**src/rtl/fpld_pkg.sv**
```systemverilog
package fpld_pkg;

   typedef enum logic [1:0] {
      SZ_RSVD = 2'b00,
      SZ_HALF = 2'b01,
      SZ_WORD = 2'b10,
      SZ_DBL  = 2'b11
   } fpld_size_e;

   typedef struct packed {
      logic       match;
      fpld_size_e size;
      logic       up;
      logic       dbit;
      logic [3:0] rn;
      logic [3:0] vd;
      logic [7:0] imm8;
   } fpld_dec_t;

   typedef enum logic [2:0] {
      ST_IDLE  = 3'd0,
      ST_REQ   = 3'd1,
      ST_BEAT1 = 3'd2,
      ST_BEAT2 = 3'd3,
      ST_WRITE = 3'd4,
      ST_DONE  = 3'd5,
      ST_UNDEF = 3'd6
   } fpld_state_e;

   localparam logic [3:0] PC_BASE_IDX = 4'hF;
   localparam int         IW          = 32;

endpackage

```
**src/rtl/fpld_decode.sv**
```systemverilog
module fpld_decode
   import fpld_pkg::*;
#(
   parameter bit T32_ONLY = 1'b0
) (
   input  logic [IW-1:0] word,
   output fpld_dec_t     dec
);
   localparam logic RELAX_TOP = !T32_ONLY;

   logic fields_ok;
   logic top_is_t32;
   logic top_ok;

   assign fields_ok  = (word[27:25] == 3'b110) && word[24] && !word[21] &&
                       word[20] && (word[11:10] == 2'b10);
   assign top_is_t32 = (word[31:25] == 7'b1110110);
   assign top_ok     = top_is_t32 | RELAX_TOP;

   always_comb begin
      dec.match = fields_ok & top_ok;
      dec.size  = fpld_size_e'(word[9:8]);
      dec.up    = word[23];
      dec.dbit  = word[22];
      dec.rn    = word[19:16];
      dec.vd    = word[15:12];
      dec.imm8  = word[7:0];
   end

endmodule

```
**src/rtl/fpld_addr_gen.sv**
```systemverilog
module fpld_addr_gen
   import fpld_pkg::*;
#(
   parameter int AW = 32
) (
   input  logic [AW-1:0] base_value,
   input  logic [AW-1:0] pc_value,
   input  logic [3:0]    rn,
   input  logic [7:0]    imm8,
   input  logic          up,
   input  logic          half,
   output logic [AW-1:0] ea,
   output logic [AW-1:0] ea_next,
   output logic          misaligned
);
   localparam int OFF_W = 10;

   generate
      if (AW < OFF_W + 2) begin : g_bad_aw
         $error("fpld_addr_gen: AW too small for scaled offset");
      end
   endgenerate

   logic [OFF_W-1:0] off_small;
   logic [AW-1:0]    offset;
   logic [AW-1:0]    base_sel;

   assign off_small  = half ? {1'b0, imm8, 1'b0} : {imm8, 2'b00};
   assign offset     = AW'(off_small);
   assign base_sel   = (rn == PC_BASE_IDX) ? (pc_value & ~AW'(3)) : base_value;
   assign ea         = up ? (base_sel + offset) : (base_sel - offset);
   assign ea_next    = ea + AW'(4);
   assign misaligned = half & ea[0];

endmodule

```
**src/rtl/fpld_beat_asm.sv**
```systemverilog
module fpld_beat_asm
   import fpld_pkg::*;
#(
   parameter int DW = 32
) (
   input  logic            clk,
   input  logic            rst_n,
   input  logic [1:0]      cap,
   input  logic            big_end,
   input  fpld_size_e      size,
   input  logic [DW-1:0]   rd_data,
   output logic [2*DW-1:0] wr_data
);
   localparam int HW = DW / 2;

   generate
      if (DW != 32) begin : g_bad_dw
         $error("fpld_beat_asm: only 32-bit words are supported");
      end
   endgenerate

   logic [DW-1:0] beat_q [2];

   for (genvar b = 0; b < 2; b++) begin : g_beat
      always_ff @(posedge clk) begin
         if (!rst_n)
            beat_q[b] <= '0;
         else if (cap[b])
            beat_q[b] <= rd_data;
      end
   end

   always_comb begin
      unique case (size)
         SZ_HALF: wr_data = {{(2*DW-HW){1'b0}}, beat_q[0][HW-1:0]};
         SZ_DBL:  wr_data = big_end ? {beat_q[0], beat_q[1]}
                                    : {beat_q[1], beat_q[0]};
         default: wr_data = {{DW{1'b0}}, beat_q[0]};
      endcase
   end

endmodule

```
**src/rtl/fp_imm_load_unit.sv**
```systemverilog
module fp_imm_load_unit
   import fpld_pkg::*;
#(
   parameter int AW        = 32,
   parameter int DW        = 32,
   parameter int NUM_DREGS = 16,
   parameter bit T32_ONLY  = 1'b0
) (
   input  logic            clk,
   input  logic            rst_n,
   input  logic            instr_valid,
   input  logic [31:0]     instr_word,
   input  logic [AW-1:0]   base_value,
   input  logic [AW-1:0]   pc_value,
   input  logic            big_endian,
   input  logic            fpu_enable,
   output logic            mem_rd_en,
   output logic [AW-1:0]   mem_rd_addr,
   input  logic [DW-1:0]   mem_rd_data,
   output logic            rf_wr_en,
   output logic [4:0]      rf_wr_idx,
   output logic [2*DW-1:0] rf_wr_data,
   output logic            rf_wr_dbl,
   output logic            done,
   output logic            undef
);
   localparam int SREG_CNT = 2 * NUM_DREGS;

   generate
      if (NUM_DREGS < 1 || NUM_DREGS > 16) begin : g_bad_regs
         $error("fp_imm_load_unit: NUM_DREGS must be 1..16");
      end
   endgenerate

   fpld_dec_t   dec;
   fpld_state_e state_q, state_d;
   fpld_size_e  size_q;
   logic        big_q;
   logic [4:0]  idx_q;
   logic [AW-1:0] ea_q, ea2_q;
   logic [AW-1:0] ea, ea_next;
   logic        misaligned;
   logic [4:0]  sgl_idx, dbl_idx;
   logic        is_dbl, idx_ok, bad, accept;

   fpld_decode #(.T32_ONLY(T32_ONLY)) i_dec (
      .word (instr_word),
      .dec  (dec)
   );

   fpld_addr_gen #(.AW(AW)) i_agen (
      .base_value (base_value),
      .pc_value   (pc_value),
      .rn         (dec.rn),
      .imm8       (dec.imm8),
      .up         (dec.up),
      .half       (dec.size == SZ_HALF),
      .ea         (ea),
      .ea_next    (ea_next),
      .misaligned (misaligned)
   );

   assign sgl_idx = {dec.vd, dec.dbit};
   assign dbl_idx = {dec.dbit, dec.vd};
   assign is_dbl  = (dec.size == SZ_DBL);
   assign idx_ok  = is_dbl ? (int'(dbl_idx) < NUM_DREGS)
                           : (int'(sgl_idx) < SREG_CNT);
   assign bad     = !fpu_enable || !dec.match || (dec.size == SZ_RSVD) ||
                    misaligned || !idx_ok;
   assign accept  = (state_q == ST_IDLE) && instr_valid;

   always_comb begin
      state_d = state_q;
      unique case (state_q)
         ST_IDLE:  if (instr_valid) state_d = bad ? ST_UNDEF : ST_REQ;
         ST_REQ:   state_d = ST_BEAT1;
         ST_BEAT1: state_d = (size_q == SZ_DBL) ? ST_BEAT2 : ST_WRITE;
         ST_BEAT2: state_d = ST_WRITE;
         ST_WRITE: state_d = ST_DONE;
         ST_DONE:  state_d = ST_IDLE;
         ST_UNDEF: state_d = ST_IDLE;
         default:  state_d = ST_IDLE;
      endcase
   end

   always_ff @(posedge clk) begin
      if (!rst_n) begin
         state_q <= ST_IDLE;
         size_q  <= SZ_RSVD;
         big_q   <= 1'b0;
         idx_q   <= '0;
         ea_q    <= '0;
         ea2_q   <= '0;
      end else begin
         state_q <= state_d;
         if (accept) begin
            size_q <= dec.size;
            big_q  <= big_endian;
            idx_q  <= is_dbl ? dbl_idx : sgl_idx;
            ea_q   <= ea;
            ea2_q  <= ea_next;
         end
      end
   end

   fpld_beat_asm #(.DW(DW)) i_asm (
      .clk     (clk),
      .rst_n   (rst_n),
      .cap     ({state_q == ST_BEAT2, state_q == ST_BEAT1}),
      .big_end (big_q),
      .size    (size_q),
      .rd_data (mem_rd_data),
      .wr_data (rf_wr_data)
   );

   assign mem_rd_en   = (state_q == ST_REQ) ||
                        ((state_q == ST_BEAT1) && (size_q == SZ_DBL));
   assign mem_rd_addr = (state_q == ST_BEAT1) ? ea2_q : ea_q;
   assign rf_wr_en    = (state_q == ST_WRITE);
   assign rf_wr_dbl   = (state_q == ST_WRITE) && (size_q == SZ_DBL);
   assign rf_wr_idx   = idx_q;
   assign done        = (state_q == ST_DONE);
   assign undef       = (state_q == ST_UNDEF);

   AST_DONE_AFTER_WRITE: assert property (@(posedge clk) disable iff (!rst_n)
      done |-> $past(rf_wr_en));
   AST_PULSES_EXCLUSIVE: assert property (@(posedge clk) disable iff (!rst_n)
      $onehot0({mem_rd_en, rf_wr_en, done, undef}));
   AST_SECOND_BEAT_ADDR: assert property (@(posedge clk) disable iff (!rst_n)
      (mem_rd_en && $past(mem_rd_en)) |-> (mem_rd_addr == $past(mem_rd_addr) + AW'(4)));
   AST_SINGLE_UPPER_ZERO: assert property (@(posedge clk) disable iff (!rst_n)
      (rf_wr_en && !rf_wr_dbl) |-> (rf_wr_data[2*DW-1:DW] == '0));
   AST_DBL_IDX_RANGE: assert property (@(posedge clk) disable iff (!rst_n)
      (rf_wr_en && rf_wr_dbl) |-> (int'(rf_wr_idx) < NUM_DREGS));
   AST_DISABLED_QUIET: assert property (@(posedge clk) disable iff (!rst_n)
      (state_q == ST_IDLE && instr_valid && !fpu_enable) |=> (undef && !mem_rd_en));
   AST_UNDEF_AFTER_STROBE: assert property (@(posedge clk) disable iff (!rst_n)
      undef |-> $past(instr_valid));

endmodule

```
**config.mk**
```make
export PLATFORM = sky130hd
export DESIGN_NAME = fp_imm_load_unit
export DESIGN_NICKNAME = d
export VERILOG_FILES = /design/src/rtl/fpld_pkg.sv /design/src/rtl/fpld_decode.sv /design/src/rtl/fpld_addr_gen.sv /design/src/rtl/fpld_beat_asm.sv /design/src/rtl/fp_imm_load_unit.sv
export SDC_FILE = /design/constraint.sdc
export NUM_CORES = 1
export LEC_CHECK = 0
export ABC_AREA = 1
export BUFFER_PORTS_ARGS = -buffer_cell sky130_fd_sc_hd__buf_2
export CAP_MARGIN = 10
export CELL_PAD_IN_SITES_DETAIL_PLACEMENT = 1
export CELL_PAD_IN_SITES_GLOBAL_PLACEMENT = 1
export CORE_MARGIN = 3
export CORE_UTILIZATION = 40
export DETAILED_ROUTE_END_ITERATION = 16
export PLACE_DENSITY = 0.86
export SLEW_MARGIN = 20
export SYNTH_ARGS = -nofsm -noshare
export SYNTH_HDL_FRONTEND = slang
export SYNTH_HIERARCHICAL = 1
export SYNTH_SLANG_ARGS = --single-unit
```
**constraint.sdc**
```tcl
create_clock -name clk -period 12.15 [get_ports clk]
set_input_delay 1.215 -clock clk [delete_from_list [all_inputs] [get_ports clk]]
set_output_delay 1.215 -clock clk [all_outputs]
set_load 0.01 [all_outputs]
```
# Word level (Yosys, flattened, before mapping)

Memories as Yosys holds them, arrays and structs flattened.
Cells that the tools add are included.

RAM bits: 64
Logic and storage cells: 67
Output and inout bits: 106
Register bits after elaboration: 75
Input port bits: 133
Memories: 1

Memories:

| memory       | words | width | rd ports | clocked after Yosys merged registers in | write ports | RTL line            | text |
|---|---|---|---|---|---|---|---|
| i_asm.beat_q | 2     | 32    | 2        | 0                                       | 2           | fpld_beat_asm.sv:22 | `logic [DW-1:0] beat_q [2];` |

Reduce and logical (&&, ||, !) cells: 18
Add/sub/neg operators: 3
Bitwise logic cells: 3
Eq/ne operators: 14
Muxes and demuxes: 21
Order comparisons: 1

Operators by type and width:

| kind                                                | count |
|---|---|
| two-way mux 32 bit                                  | 5 |
| case mux 64 bit (2 select lines)                    | 1 |
| two-way mux 64 bit                                  | 1 |
| adder 32 x 10 -> 32 bit                             | 1 |
| adder 32 x 3 -> 32 bit, second input constant       | 1 |
| subtractor 32 x 10 -> 32 bit                        | 1 |
| case mux 3 bit (5 select lines)                     | 1 |
| equality test 3 bit, second input constant          | 4 |
| two-way mux 10 bit                                  | 1 |
| two-way mux 3 bit                                   | 3 |
| two-way mux 1 bit                                   | 8 |
| logical AND 1 bit                                   | 7 |
| equality test 2 bit, second input constant          | 3 |
| equality test 3 x 2 -> 1 bit, second input constant | 2 |
| logical OR 1 bit                                    | 5 |
| < comparator 5 bit, second input constant           | 1 |
| two-way mux 5 bit                                   | 1 |
| equality test 2 x 1 -> 1 bit, second input constant | 2 |
| equality test 4 bit, second input constant          | 1 |
| logical NOT 1 bit                                   | 4 |
| equality test 3 x 1 -> 1 bit, second input constant | 1 |
| logical NOT 3 bit                                   | 1 |
| logical NOT 2 bit                                   | 1 |
| inequality test 2 bit, second input constant        | 1 |
| 2 further kinds                                     | 3 |

# Longest topological paths before layout

Depth in word-level cells: 13
Mapped depth: 33

# Hierarchy

Netlist, hierarchy kept.

Modules (own cells, without submodules):

| module           | area each (µm²) | cells an instance | instances | seq. area each (µm²) |
|---|---|---|---|---|
| fpld_addr_gen    | 4306.6          | 840               | 1         | 0.0 |
| fpld_beat_asm    | 3429.5          | 437               | 1         | 1921.8 |
| fp_imm_load_unit | 3285.7          | 478               | 1         | 1501.4 |
| fpld_decode      | 197.7           | 31                | 1         | 0.0 |

# Least setup slack after synthesis

OpenSTA, ideal clock, no wires.

Path kind: input to register
Start: input instr_word[9]
End: register ea2_q[20]
Setup slack: 7426 ps
Path buffers: 2
Stages: 28
Data required time: 12034 ps
Data arrival time: 4608 ps
Cells stage by stage: buf_4 -> nor2_1 -> buf_2 -> nand2_1 -> o21ai_1 -> ha_1 -> nand3_1 -> nor3_1 -> ha_1 -> nand2_1 -> o21ai_0 -> ha_1 -> nand2_1 -> inv_1 -> nand2_1 -> nand2_1 -> a21oi_1 -> nand3_1 -> nand2_2 -> inv_2 -> nor2_2 -> nand2_2 -> nor2_8 -> nand2_2 -> xor2_1 -> inv_1 -> nor2_1 -> nor2_1

Word-level cells in the longest chain between the ends: 5
Elaborated cells between the ends (all ways): 6
Those cells by class: 3 x add/sub; 1 x eq/ne; 2 x mux

Ends and longest elaborated chain:

| item                                                                    | RTL line                | text |
|---|---|---|
| from (decl)                                                             | fp_imm_load_unit.sv:12  | `input logic [31:0] instr_word,` |
| equality test 2 x 1 -> 1 bit (*)                                        | fp_imm_load_unit.sv:57  | `.half (dec.size == SZ_HALF),` |
| two-way mux 10 bit (*)                                                  | fpld_addr_gen.sv:28     | `assign off_small = half ? {1'b0, imm8, 1'b0} : {imm8, 2'b00};` |
| subtractor 32 x 10 -> 32 bit or adder 32 x 10 -> 32 bit (tied branches) | fpld_addr_gen.sv:31     | `assign ea = up ? (base_sel + offset) : (base_sel - offset);` |
| two-way mux 32 bit (*)                                                  | fpld_addr_gen.sv:31     |  |
| named net ea[14]                                                        | fp_imm_load_unit.sv:41  | `logic [AW-1:0] ea, ea_next;` |
| adder 32 x 3 -> 32 bit (*)                                              | fpld_addr_gen.sv:32     | `assign ea_next = ea + AW'(4);` |
| named net ea_next[20]                                                   | fp_imm_load_unit.sv:41  |  |
| to (signal assigned)                                                    | fp_imm_load_unit.sv:101 | `ea2_q <= ea_next;` |
| to (decl)                                                               | fp_imm_load_unit.sv:40  | `logic [AW-1:0] ea_q, ea2_q;` |

The timed path passes the listed nets; every way through them passes the cells marked *.
A chain may end at the register's enable or synchronous reset.

# Worst setup path after layout

Start: input instr_word[8]
End: register ea2_q[30]

The elaborated chain is that of the path after synthesis.

==> results.py <==
metrics = {
    "status": {
        "status": "finished clean",
    },
    "routing": {
        "via_count": 11900,
        "drc": 0,
        "first_pass_iters": 5,
        "drtIter0Drc": 764,
        "via_per_inst": 5.07,
        "postRouteAntennaNets": 0,
        "drt_wl_total_um": 38400,
        "dr_wl_met3_um": 1520,
        "wl_per_cell_um": 16.3,
        "top_layer": "met4",
        "wl_met2_um": 19200,
        "wl_met1_um": 16500,
    },
    "sta": {
        "tns_ns": 0,
        "post-route-period-util_pct": 48.0,
        "layout_setup_ws_ns": 6.32,
        "max-slew-margin-rel_pct": 35.4,
        "drv_slew": 0,
        "finalClockSkew_ns": 0.00941,
        "hold_viol": 0,
        "worst_pin_slew_ns": 0.966,
        "setup-violations-final": 0,
        "min_period_ns": 5.83,
        "clock.fmax_mhz": 172,
        "rsz0062_at_grt": "false",
    },
    "logic_synthesis": {
        "syn_area_per_cell_um2": 6.28,
        "ys_async_sr_fraction_pct": 0,
        "yosysTopAreaCellShare_pct": 19.0,
        "synth.distinct_cells": 45,
        "netlist_instances": 1786,
        "syn_area_um2": 11200,
        "ys_seq_elements": 139,
        "synth_area_leaders": "nand2_1 (19%), edfxtp_1 (17%), dfxtp_1 (13%), nor2_1 (9.8%), inv_1 (8.2%)",
        "yosysSeqAreaShare_pct": 30.5,
        "synth-edff-count": 64,
        "ys_warn_count": 6,
        "synth.net_count": 1953,
        "yosysTopAreaCell": "nand2_1",
        "synth_flop_cell": "dfxtp_1",
    },
    "floorplanning": {
        "die_area_um2": 30100,
        "start_util_pct": 41.2,
        "core-area_um2": 27300,
        "rows": 60,
        "die_w_um": 173,
        "die_y_um": 173,
        "ios": 239,
    },
    "power": {
        "swShare_pct": 45.3,
        "p_int_w": 0.00119,
        "max-vdd-ir-drop_mv": 0.113,
        "total_power_w": 0.00218,
        "power_density_nw_per_um2": 168,
        "leakagePower_nw": 6.98,
        "pwr-share-seq_pct": 32.6,
        "netSwitchingPower_w": 0.000986,
        "combPwrFrac_pct": 44.5,
        "clkPwrFrac_pct": 22.9,
    },
    "setup_path": {
        "r2r_cells": 7,
        "crit_type": "in2reg",
        "crit_path_start": "instr_word[8]",
        "worstPathRequired_ns": 12.46,
        "arrival_ns": 6.14,
        "cp_max_fo": 14,
        "r2r_end": "i_asm/beat_q[0][7]",
        "endpoint_kind": "flip-flop",
        "reg2reg_from": "state_q[2]",
        "crit_end": "ea2_q[30]",
        "rrSetupSlack_ns": 9.63,
        "startpoint_type": "input pin",
    },
    "global_routing": {
        "grt_use_total_pct": 25.0,
        "antenna_found_initial": 3,
        "grt_pass1_wl_um": 61900,
        "grt_pass1_vias": 12600,
        "grt_max_degree": 78,
        "grt_overflow": 0,
    },
    "cts": {
        "clkSlewWorstSetupHoldPaths_ns": 0.06,
        "cts_max_path_buffers": 2,
        "h-tree-depth": 4,
        "postCtsHoldBufs": 0,
        "numCtsBuffers": 17,
        "cts.sinks": 139,
        "post_cts_buffers": 0,
        "cts_root_buffer": "clkbuf_16",
        "clkLatencyLatePin_ns": 0.43,
        "cts_tree": "built",
        "cts_resized": 0,
    },
    "hold_path": {
        "hold_class": "reg2reg",
        "worstHoldStart": "ea_q[10]",
    },
    "place": {
        "dp_hpwl_um": 29100,
        "place_ws_ns": 6.02,
        "port_buffers": 232,
        "gp_congestion": 0.905,
    },
    "cells_and_area": {
        "nFillCells": 3799,
        "layout_common_cells": "nand2_1 (567), nor2_1 (293), inv_1 (244), buf_2 (232), o21ai_0 (100)",
        "nets": 2128,
        "syn_to_final_growth_pct": 15.4,
        "drive_above_1_share_pct": 19.5,
        "final_common_cell": "nand2_1",
    },
    "job": {
        "maxCapViolCount": 0,
    },
}
-- cells in the mapped netlist (18+ instances only) --
| cell | instances |
|---|---|
| nand2_1 | 568 |
| nor2_1 | 294 |
| inv_1 | 245 |
| o21ai_0 | 100 |
| dfxtp_1 | 75 |
| nand3_1 | 72 |
| edfxtp_1 | 64 |
| a21oi_1 | 57 |
| buf_4 | 35 |
| ha_1 | 33 |
| mux2_2 | 29 |
| nand2_2 | 21 |
| buf_2 | 20 |
| xor2_1 | 19 |
| clkbuf_1 | 18 |
| o21ai_1 | 18 |
-- power by group through the flow --
stage          clock network, W  registers [W]  logic (W)
2_1_floorplan                 0       0.000680   0.000703
3_3_place_gp                  0       0.000704   0.000922
3_5_place_dp                  0       0.000715   0.000960
4_1_cts                0.000506       0.000709   0.000972
5_1_grt                0.000524       0.000725    0.00109
6_report               0.000498       0.000710   0.000969
-- logic make-up after synthesis --
logic type               share of synthesized area (%)
AO/OA/AOI/OAI                                     8.30
XOR/XNOR                                          2.03
adder cells (fa/ha/maj)                           3.86
buffers and inverters                             13.6
flip-flops                                        30.5
multiplexers                                      3.00
AND/OR/NAND/NOR                                   38.7
-- flip-flops by register name, summed over array words and instances, names as in the netlist --
name and flops:
i_asm/beat_q 64, ea2_q 32, ea_q 32, rf_wr_idx 5
state_q 3, size_q 2, big_q 1
-- routing by layer --
layer | track usage, % | up-vias
li1 | - | 5855
met5 | 0 | -
met3 | 3.26 | 64
met1 | 29.9 | 5714
met2 | 45.4 | 265
met4 | 9.29 | 0
-- through the flow --
stage	std cells	hold WS (ns)	util, %	cell area [um^2]
2_1_floorplan	1786	0.463	-	11200
3_3_place_gp	2314	0.477	45.4	12400
3_5_place_dp	2314	0.489	45.4	12400
4_1_cts	2346	0.507	47.5	12900
5_1_grt	2349	0.539	47.5	12900
6_report	2349	0.505	47.5	12900
-- final cells by class --
| type | count | area [um^2] | share of cell area (%) |
|---|---|---|---|
| multi-input cells | 1301 | 6280 | 48.5 |
| flip-flops and latches | 139 | 3430 | 26.5 |
| repair buffers | 240 | 1220 | 9.44 |
| inverters | 262 | 983 | 7.60 |
| well taps | 372 | 465 | 3.60 |
| clock buffers | 18 | 429 | 3.32 |
| clock inverters | 14 | 129 | 0.996 |
| diodes | 3 | 7.51 | 0.0580 |
-- worst max-delay path, cell delays in order --
cell      delay [ns]
buf_2           0.17
inv_1           0.06
nor2_1          0.72
inv_2           0.13
o21ai_0         0.40
nand3b_1        0.17
o21ai_1         0.40
nand2_1         0.29
ha_1            0.48
nand2_1         0.13
nor2_1          0.31
nand3_1         0.16
nand3_2         0.15
nand2_1         0.10
nand2_1         0.10
nand2_1         0.05
nand2_1         0.12
nand2_1         0.11
nor2_1          0.28
nand2_1         0.11
nor2_2          0.12
nand2_1         0.06
nand2_1         0.05
nand2_1         0.05
nor2_1          0.11
nor2_1          0.06
-- worst min path at each step --
stage | end | cells past startpoint
after detailed placement | ea_q[10] | 2
after floorplan | ea_q[10] | 2
after global routing | ea_q[11] | 2
after CTS | ea_q[10] | 2
final | ea_q[10] | 2
after global placement | ea_q[13] | 2
Power figures use the tool's default switching activity.
